<file path="config.mk">
export PLATFORM = sky130hd
export DESIGN_NAME = irq_source_ctrl
export DESIGN_NICKNAME = d
export VERILOG_FILES = /design/src/rtl/irqsrc_pkg.sv /design/src/rtl/irqsrc_slot.sv /design/src/rtl/irqsrc_pick.sv /design/src/rtl/irqsrc_match.sv /design/src/rtl/irq_source_ctrl.sv
export SDC_FILE = /design/constraint.sdc
export NUM_CORES = 1
export LEC_CHECK = 0
export CAP_MARGIN = 10
export CORE_MARGIN = 1.5
export CORE_UTILIZATION = 62
export CTS_CLUSTER_SIZE = 30
export DETAILED_ROUTE_END_ITERATION = 6
export HOLD_SLACK_MARGIN = 0.08
export PLACE_DENSITY = 0.89
export SLEW_MARGIN = 20
export SYNTH_ARGS = -nofsm -noshare
export SYNTH_HDL_FRONTEND = slang
export SYNTH_HIERARCHICAL = 1
export SYNTH_SLANG_ARGS = --single-unit
export TNS_END_PERCENT = 50
</file>
<file path="constraint.sdc">
create_clock -name clk -period 5.4 [get_ports clk]
set_input_delay 1.08 -clock clk [delete_from_list [all_inputs] [get_ports clk]]
set_output_delay 1.08 -clock clk [all_outputs]
set_load 0.01 [all_outputs]
</file>
<file path="src/rtl/irqsrc_pkg.sv">
package irqsrc_pkg;

    localparam int PRIO_W = 8;
    localparam logic [PRIO_W-1:0] PRIO_MASKED = '1;

    typedef enum logic [1:0] {
        KIND_NONE  = 2'd0,
        KIND_EDGE  = 2'd1,
        KIND_LEVEL = 2'd2
    } src_kind_e;

    typedef struct packed {
        logic held;      // edge event seen while masked
        logic bounced;   // edge offer turned away
        logic high;      // level line state
        logic sent;      // level offer outstanding
        logic queued;    // waiting for the offer port
    } src_flags_t;

    function automatic logic prio_open(input logic [PRIO_W-1:0] p);
        return p != PRIO_MASKED;
    endfunction

endpackage

</file>
<file path="src/rtl/irqsrc_slot.sv">
module irqsrc_slot
    import irqsrc_pkg::*;
#(
    parameter int SRV_W = 4
) (
    input  logic              clk,
    input  logic              rst,
    input  logic              type_set,
    input  logic              type_level,
    input  logic              line,
    input  logic              rej_hit,
    input  logic              eoi_hit,
    input  logic              resend,
    input  logic              cfg_hit,
    input  logic [SRV_W-1:0]  cfg_server,
    input  logic [PRIO_W-1:0] cfg_prio,
    input  logic              take,
    output logic              queued,
    output logic [PRIO_W-1:0] prio,
    output logic [SRV_W-1:0]  server
);

    src_kind_e  kind = KIND_NONE;
    src_flags_t flg, nf;
    logic [PRIO_W-1:0] n_prio;
    logic [SRV_W-1:0]  n_srv;
    logic line_q;
    logic eval;

    always_ff @(posedge clk) begin
        if (type_set && kind == KIND_NONE)
            kind <= type_level ? KIND_LEVEL : KIND_EDGE;
    end

    always_comb begin
        nf     = flg;
        n_prio = prio;
        n_srv  = server;
        eval   = 1'b0;
        if (take)
            nf.queued = 1'b0;
        case (kind)
            KIND_EDGE: begin
                if (rej_hit)
                    nf.bounced = 1'b1;
                if (line && !line_q) begin
                    if (prio_open(prio)) nf.queued = 1'b1;
                    else                 nf.held   = 1'b1;
                end
            end
            KIND_LEVEL: begin
                if (rej_hit || eoi_hit)
                    nf.sent = 1'b0;
                if (line != flg.high)
                    eval = 1'b1;
                nf.high = line;
            end
            default: ;
        endcase
        if (cfg_hit) begin
            n_prio = cfg_prio;
            n_srv  = cfg_server;
            if (kind == KIND_EDGE && nf.held && prio_open(cfg_prio)) begin
                nf.held   = 1'b0;
                nf.queued = 1'b1;
            end
            if (kind == KIND_LEVEL)
                eval = 1'b1;
        end
        if (resend) begin
            if (kind == KIND_EDGE && nf.bounced) begin
                nf.bounced = 1'b0;
                if (prio_open(n_prio))
                    nf.queued = 1'b1;
            end
            if (kind == KIND_LEVEL)
                eval = 1'b1;
        end
        if (kind == KIND_LEVEL && eval && prio_open(n_prio) && nf.high && !nf.sent) begin
            nf.sent   = 1'b1;
            nf.queued = 1'b1;
        end
    end

    always_ff @(posedge clk) begin
        if (rst) begin
            flg    <= '0;
            prio   <= PRIO_MASKED;
            server <= '0;
            line_q <= 1'b0;
        end else begin
            flg    <= nf;
            prio   <= n_prio;
            server <= n_srv;
            line_q <= line;
        end
    end

    assign queued = flg.queued;

endmodule

</file>
<file path="src/rtl/irqsrc_pick.sv">
module irqsrc_pick #(
    parameter int N = 8,
    localparam int IDX_W = (N > 1) ? $clog2(N) : 1
) (
    input  logic [N-1:0]     req,
    output logic [N-1:0]     gnt,
    output logic [IDX_W-1:0] idx,
    output logic             any
);

    always_comb begin
        gnt = '0;
        idx = '0;
        any = 1'b0;
        for (int i = N - 1; i >= 0; i--) begin
            if (req[i]) begin
                gnt = '0;
                gnt[i] = 1'b1;
                idx = IDX_W'(i);
                any = 1'b1;
            end
        end
    end

endmodule

</file>
<file path="src/rtl/irqsrc_match.sv">
module irqsrc_match #(
    parameter int N = 8,
    parameter int NUM_W = 16,
    parameter logic [NUM_W-1:0] BASE_NUM = 'h1000
) (
    input  logic             valid,
    input  logic [NUM_W-1:0] num,
    output logic [N-1:0]     hit
);

    logic [NUM_W-1:0] rel;
    logic             in_range;

    assign rel      = num - BASE_NUM;
    assign in_range = valid && (num >= BASE_NUM) && (rel < NUM_W'(N));

    for (genvar i = 0; i < N; i++) begin : g_hit
        assign hit[i] = in_range && (rel == NUM_W'(i));
    end

endmodule

</file>
<file path="src/rtl/irq_source_ctrl.sv">
module irq_source_ctrl
    import irqsrc_pkg::*;
#(
    parameter int NUM_SRC = 8,
    parameter int SRV_W = 4,
    parameter int NUM_W = 16,
    parameter logic [NUM_W-1:0] BASE_NUM = 'h1000,
    localparam int IDX_W = (NUM_SRC > 1) ? $clog2(NUM_SRC) : 1
) (
    input  logic               clk,
    input  logic               rst,
    input  logic [NUM_SRC-1:0] line_in,
    input  logic               type_we,
    input  logic [IDX_W-1:0]   type_idx,
    input  logic               type_level,
    input  logic               cfg_we,
    input  logic [IDX_W-1:0]   cfg_idx,
    input  logic [SRV_W-1:0]   cfg_server,
    input  logic [PRIO_W-1:0]  cfg_prio,
    input  logic               rej_valid,
    input  logic [NUM_W-1:0]   rej_num,
    input  logic               eoi_valid,
    input  logic [NUM_W-1:0]   eoi_num,
    input  logic               resend,
    output logic               offer_valid,
    input  logic               offer_ready,
    output logic [NUM_W-1:0]   offer_num,
    output logic [PRIO_W-1:0]  offer_prio,
    output logic [SRV_W-1:0]   offer_server
);

    logic [NUM_SRC-1:0] rej_hit, eoi_hit, pend_vec, take_vec, gnt;
    logic [PRIO_W-1:0]  slot_prio [NUM_SRC];
    logic [SRV_W-1:0]   slot_srv  [NUM_SRC];
    logic [IDX_W-1:0]   pick_idx, off_idx;
    logic               pick_any, load;

    irqsrc_match #(.N(NUM_SRC), .NUM_W(NUM_W), .BASE_NUM(BASE_NUM)) u_rej (
        .valid(rej_valid), .num(rej_num), .hit(rej_hit));
    irqsrc_match #(.N(NUM_SRC), .NUM_W(NUM_W), .BASE_NUM(BASE_NUM)) u_eoi (
        .valid(eoi_valid), .num(eoi_num), .hit(eoi_hit));

    for (genvar i = 0; i < NUM_SRC; i++) begin : g_slot
        irqsrc_slot #(.SRV_W(SRV_W)) u_slot (
            .clk        (clk),
            .rst        (rst),
            .type_set   (type_we && type_idx == IDX_W'(i)),
            .type_level (type_level),
            .line       (line_in[i]),
            .rej_hit    (rej_hit[i]),
            .eoi_hit    (eoi_hit[i]),
            .resend     (resend),
            .cfg_hit    (cfg_we && cfg_idx == IDX_W'(i)),
            .cfg_server (cfg_server),
            .cfg_prio   (cfg_prio),
            .take       (take_vec[i]),
            .queued     (pend_vec[i]),
            .prio       (slot_prio[i]),
            .server     (slot_srv[i])
        );
    end

    irqsrc_pick #(.N(NUM_SRC)) u_pick (
        .req(pend_vec), .gnt(gnt), .idx(pick_idx), .any(pick_any));

    assign load     = !offer_valid || offer_ready;
    assign take_vec = load ? gnt : '0;

    always_ff @(posedge clk) begin
        if (rst) begin
            offer_valid  <= 1'b0;
            off_idx      <= '0;
            offer_prio   <= PRIO_MASKED;
            offer_server <= '0;
        end else if (load) begin
            offer_valid <= pick_any;
            if (pick_any) begin
                off_idx      <= pick_idx;
                offer_prio   <= slot_prio[pick_idx];
                offer_server <= slot_srv[pick_idx];
            end
        end
    end

    assign offer_num = BASE_NUM + NUM_W'(off_idx);

endmodule

</file>
-- Word-level counts from Yosys, hierarchy flattened
Index checks and enable logic that the tools add are counted.
- register bits: 176
- bits of input ports: 67
- bitwise logic cells: 1
- reduce and logical (&&, ||, !) cells: 147
- mux-type cells: 248
- $lt $le $gt $ge: 5
- add/subtract/negate cells: 3
- eq/ne operators: 69
- operators with widths (operator ; count):
    $mux W1 ; 192
    $mux W8 ; 19
    $ne A8 B8 Y1 const B ; 17
    $eq A16 B3 Y1 const B ; 8
    $logic_and A1 B1 Y1 ; 108
    $eq A16 B2 Y1 const B ; 4
    $mux W2 ; 25
    $eq A16 B1 Y1 const B ; 2
    $ge A16 B13 Y1 const B ; 2
    $logic_not A16 Y1 ; 2
    $lt A16 B4 Y1 const B ; 2
    $sub A16 B13 Y16 const B ; 2
    $bmux W8 S3 ; 1
    $eq A3 B3 Y1 const B ; 8
    $mux W3 ; 8
    $logic_not A1 Y1 ; 17
    $eq A2 B1 Y1 const B ; 8
    $eq A2 B2 Y1 const B ; 8
    $logic_not A2 Y1 ; 8
    $add A13 B3 Y14 const A ; 1
    $bmux W4 S3 ; 1
    $eq A3 B2 Y1 const B ; 4
    $logic_or A1 B1 Y1 ; 9
    $mux W4 ; 2
    6 further kinds ; 15

-- Logic depth before layout (Yosys ltp)
- depth in word-level cells: 19
- depth in mapped cells: 10
- mapped depth without buffers: 7

-- Modules after synthesis
The synthesis kept the hierarchy.
- modules (own cells, without submodules) (module ; sequential area each (um^2) ; times used ; cells each ; area an instance (um^2)):
    irqsrc_slot ; 420.4 ; 8 ; 84 ; 874.6
    irq_source_ctrl ; 320.3 ; 1 ; 198 ; 1659.1
    irqsrc_match ; 0.0 ; 2 ; 18 ; 107.6
    irqsrc_pick ; 0.0 ; 1 ; 22 ; 158.9

-- Worst setup path after synthesis
Ideal clock, no wire load.
- path kind: input-to-reg
- start point: input rej_num[4]
- end point: register g_slot[0].u_slot.flg (netlist bit g_slot[0].u_slot/queued)
- stages: 6
- setup slack: 2.629 ns
- data required time: 5.326 ns
- path buffers: 0
- data arrival time: 2.696 ns
- library setup time: 0.074 ns
- cell sequence: or4_4 nor4_1 nor2_1 a2111oi_4 o211ai_1 a31oi_1
- longest elaborated chain between the ends: 10
- elaborated cells on any way between the ends: 18
- those cells by class: 1 x add/sub; 2 x order compare; 7 x mux; 8 x reduce/logical
- ends and longest elaborated chain (what ; line ; text):
    start: declaration ; irq_source_ctrl.sv:21 ; input logic [NUM_W-1:0] rej_num,
    $sub A16 B13 Y16 or $ge A16 B13 Y1 (tied branches) ; irqsrc_match.sv:14, irqsrc_match.sv:15 ;
    $lt A16 B4 Y1 or $logic_and A1 B1 Y1 (tied branches) ; irqsrc_match.sv:15 ; assign in_range = valid && (num >= BASE_NUM) && (rel < NUM_W'(N));
    $logic_and A1 B1 Y1 ; irqsrc_match.sv:15 ;
    $logic_and A1 B1 Y1 (*) ; irqsrc_match.sv:18 ; assign hit[i] = in_range && (rel == NUM_W'(i));
    named net rej_hit[0] ; irq_source_ctrl.sv:32 ; logic [NUM_SRC-1:0] rej_hit, eoi_hit, pend_vec, take_vec, gnt;
    $mux W1 or $logic_or A1 B1 Y1 (tied branches) ; irqsrc_slot.sv:44, irqsrc_slot.sv:52 ;
    $mux W2 or $mux W1 (tied branches) ; irqsrc_slot.sv:42, irqsrc_slot.sv:52 ;
    $logic_and A1 B1 Y1 or $mux W2 (tied branches) ; irqsrc_slot.sv:71, irqsrc_slot.sv:42 ;
    $mux W1 or $logic_not A1 Y1 (tied branches) ; irqsrc_slot.sv:71, irqsrc_slot.sv:79 ;
    $mux W1 or $logic_and A1 B1 Y1 (tied branches) ; irqsrc_slot.sv:70, irqsrc_slot.sv:79 ;
    $mux W2 (*) ; irqsrc_slot.sv:79 ; if (kind == KIND_LEVEL && eval && prio_open(n_prio) && nf.high && !nf.sent) begin
    end signal: assignment ; irqsrc_slot.sv:92 ; flg <= nf;
    end: declaration ; irqsrc_slot.sv:24 ; src_flags_t flg, nf;
The timed path passes the listed nets; every way through them passes the cells marked *.
A chain may end at the register's enable or synchronous reset.

-- Worst setup path after layout
- start point: input rej_num[7]
- end point: register g_slot[0].u_slot.flg (netlist bit g_slot[0].u_slot/queued)
The elaborated chain is that of the path after synthesis.

==> flow_summary.yaml <==
final_layout:
  fin_area_um2: 10400
  final_common_cell: "dfxtp_1"
  diodes: 0
  num-nets-final: 1055
  drive_gt1_frac: 0.0859
  final_cell_mix: "dfxtp_1 (160), nor2_1 (89), mux2i_1 (88)"
  syn_to_final_growth_pct: 14.7
timing:
  setup_viol: 0
  fmaxAchievable_mhz: 305
  finalClockSkew_ns: 0.00860
  final_max_slew_viol_count: 0
  hold_violations: 0
  slew_headroom: 0.279
  totalNegativeSetupSlack_ns: 0
  fin_crit_ns: 3.28
  tightest_slew_ns: 1.08
  rsz0062_at_grt: "no"
  hold_ws_ns: 0.456
  period_share: 0.607
routing:
  routed_wl_um: 22400
  drc: 0
  first_pass_iters: 5
  viasPerCell: 6.31
  via_count: 7449
  wl_per_cell_um: 18.9
  ant_nets: 0
  detail_route.iter0.violations: 714
global_route:
  grt_max_degree: 81
  antenna_found_initial: 0
  grt_pass1_vias: 6971
  grt_pass1_wl_um: 35300
  grtUsageTotal: 0.300
  grt-ovfl-total: 0
synthesis:
  synth.mux.area_fraction: 0.0975
  async_flop_share: 0
  synth-xor-area-share: 0
  synth_fa_ha_area_frac: 0
  post_synth_num_cell_types: 53
  ys.flop_type: "dfxtp_1"
  synth-simple-area-share: 0.251
  synth-seq-cells: 176
  synth_warnings: 6
  synth_top_area_frac: 0.355
  syn_avg_cell_area_um2: 9.73
  synth_top_family_by_area: "simple AND/OR/NAND/NOR gates"
  synth_cells: 928
  synth_compound_area_frac: 0.187
  yosysTopAreaCell: "dfxtp_1"
  ys_seq_area_frac: 0.408
  synth_edf_count: 16
  synthTopCellsByArea: "dfxtp_1 (35%), mux2i_1 (9.8%), a211o_1 (6.2%)"
  syn_area_um2: 9030
floorplanning:
  die_y_um: 124
  dieWidth_um: 124
  initial_core_util: 0.643
  num_rows: 43
  core_um2: 14000
  ios: 96
  fp.dieArea_um2: 15300
clock_network:
  clk-insertion-delay-late_ns: 0.43
  clock_sinks: 176
  hold_buffers: 0
  cts_buffer_depth: 2
  htree_levels: 4
  clk_pin_slew_ns: 0.06
  cts_root_buf: "clkbuf_16"
  cts_setup_buffers: 0
  cts_buffers: 17
  cts_tree: "done"
  cts_resized: 0
flow_run:
  drv_cap: 0
power_and_ir_drop:
  leakage_uw: 0.00377
  swShare: 0.263
  clockPowerShare: 0.384
  p_int_uw: 2260
  comb_power_share: 0.154
  ir_worst_vdd_uv: 274
  power.switching_uw: 804
  seq_power_share: 0.462
  power-per-cell-area_nw_per_um2: 296
place:
  dp_hpwl_um: 15200
  io_buffers: 82
  placed_area_um2: 9800
  routabilityCongestion: 0.891
run_status:
  status: "finished clean"
min_path:
  min_path_type: "reg2reg"
setup_path:
  end_kind: "flop"
  critPathMaxFanout: 4
  crit_family: "simple AND/OR/NAND/NOR gates"
  path_cells: "clkdlybuf4s50_1, nor4b_1, nand4b_1, nor4_1, nor2_1, a2111oi_4, o211ai_1, a31oi_1"
  critPathArrivalTime_ns: 3.64
  start_kind: "primary input"
  cp.required_ns: 5.76
  crit_buf_inv: 1
  cp_slowest_stage_delay_ns: 0.55
  crit_type: "in2reg"
  critPathSlowestCell: "nor4_1"
[power by group through the flow]
| stage | clock network, uW | registers (uW) | logic [uW] |
|---|---|---|---|
| global placement | 0 | 1440 | 451 |
| global route | 1240 | 1420 | 503 |
| detailed placement | 0 | 1440 | 459 |
| CTS | 1190 | 1410 | 465 |
| floorplan | 0 | 1440 | 302 |
| finish | 1180 | 1420 | 471 |
[metrics by stage]
stage / power (uW) / worst slack (ns) / cells / utilization
floorplan: 1740 / 2.63 / 939 / -
global placement: 1890 / 1.88 / 1149 / 0.698
detailed placement: 1900 / 1.73 / 1149 / 0.698
CTS: 3070 / 2.20 / 1181 / 0.738
global route: 3170 / 2.00 / 1181 / 0.738
finish: 3060 / 2.12 / 1181 / 0.738
[path summary, 6_finish.rpt]
kind,start,to,slack [ns],cells after the start
worst min-delay path,off_idx[2]$_SDFFE_PP0P_,off_idx[2]$_SDFFE_PP0P_,0.46,2
worst max register to register,g_slot[1].u_slot/queued$_SDFF_PP0_,offer_prio[1]$_SDFFE_PP1P_,2.57,6
worst max-delay path,rej_num[7],g_slot[0].u_slot/queued$_SDFF_PP0_,2.12,8
worst min register to register,off_idx[2]$_SDFFE_PP0P_,off_idx[2]$_SDFFE_PP0P_,0.46,2
[logic make-up after synthesis]
kind of cell	Yosys count
AND/OR/NAND/NOR	371
AO/OA/AOI/OAI	205
flip-flops	176
multiplexers	88
buffers and inverters	86
other	2
[flip-flops by register name, summed over array words and instances (netlist names)]
signal and flops:
g_slot.u_slot/flg 32, g_slot.u_slot/kind 16, g_slot.u_slot/line_q 8, g_slot.u_slot/prio 64
g_slot.u_slot/queued 8, g_slot.u_slot/server 32, off_idx 3, offer_prio 8
offer_server 4, offer_valid 1
[routing by layer]
metal | GRT usage | vias up | share of wire
li1 | - | 3535 | -
met1 | 0.407 | 3603 | 0.44
met4 | 0.101 | 0 | 0.019
met3 | 0.0582 | 40 | 0.064
met2 | 0.481 | 271 | 0.47
met5 | 0 | - | 0
[cells in the mapped netlist, drive strengths merged (6+ instances only)]
cell     instances
o211ai           8
nor4             8
a2111oi          8
nor3b           17
a211oi           9
nor4b            6
nand3           19
a22oi            8
mux2i           88
nand2b          23
o21ai            9
nand4           18
nor2b           68
or3              8
edfxtp          16
a22o             8
inv             25
a21oi           49
clkbuf          12
nand2           13
a31oi            8
and4            16
buf             49
nor3            36
a221o            8
nand4bb          8
and2            13
o21ba            8
o211a            8
nand3b          10
o22ai            8
a211o           64
and2b            8
dfxtp          160
nor2            95
[tightest hold or removal path, stage by stage, from the launching register on]
cell and delay, ns:
dfxtp_1 0.31, nand2_1 0.05, a21oi_1 0.05
[cell type report]
cell class	count	area, um2
clock buffers	21	440
flip-flops and latches	176	3680
inverters	25	93.8
fillers	1001	3690
multi-input cells	677	4920
clock inverters	11	116
repair buffers	91	881
well taps	180	225
(Power assumes the default switching activity.)
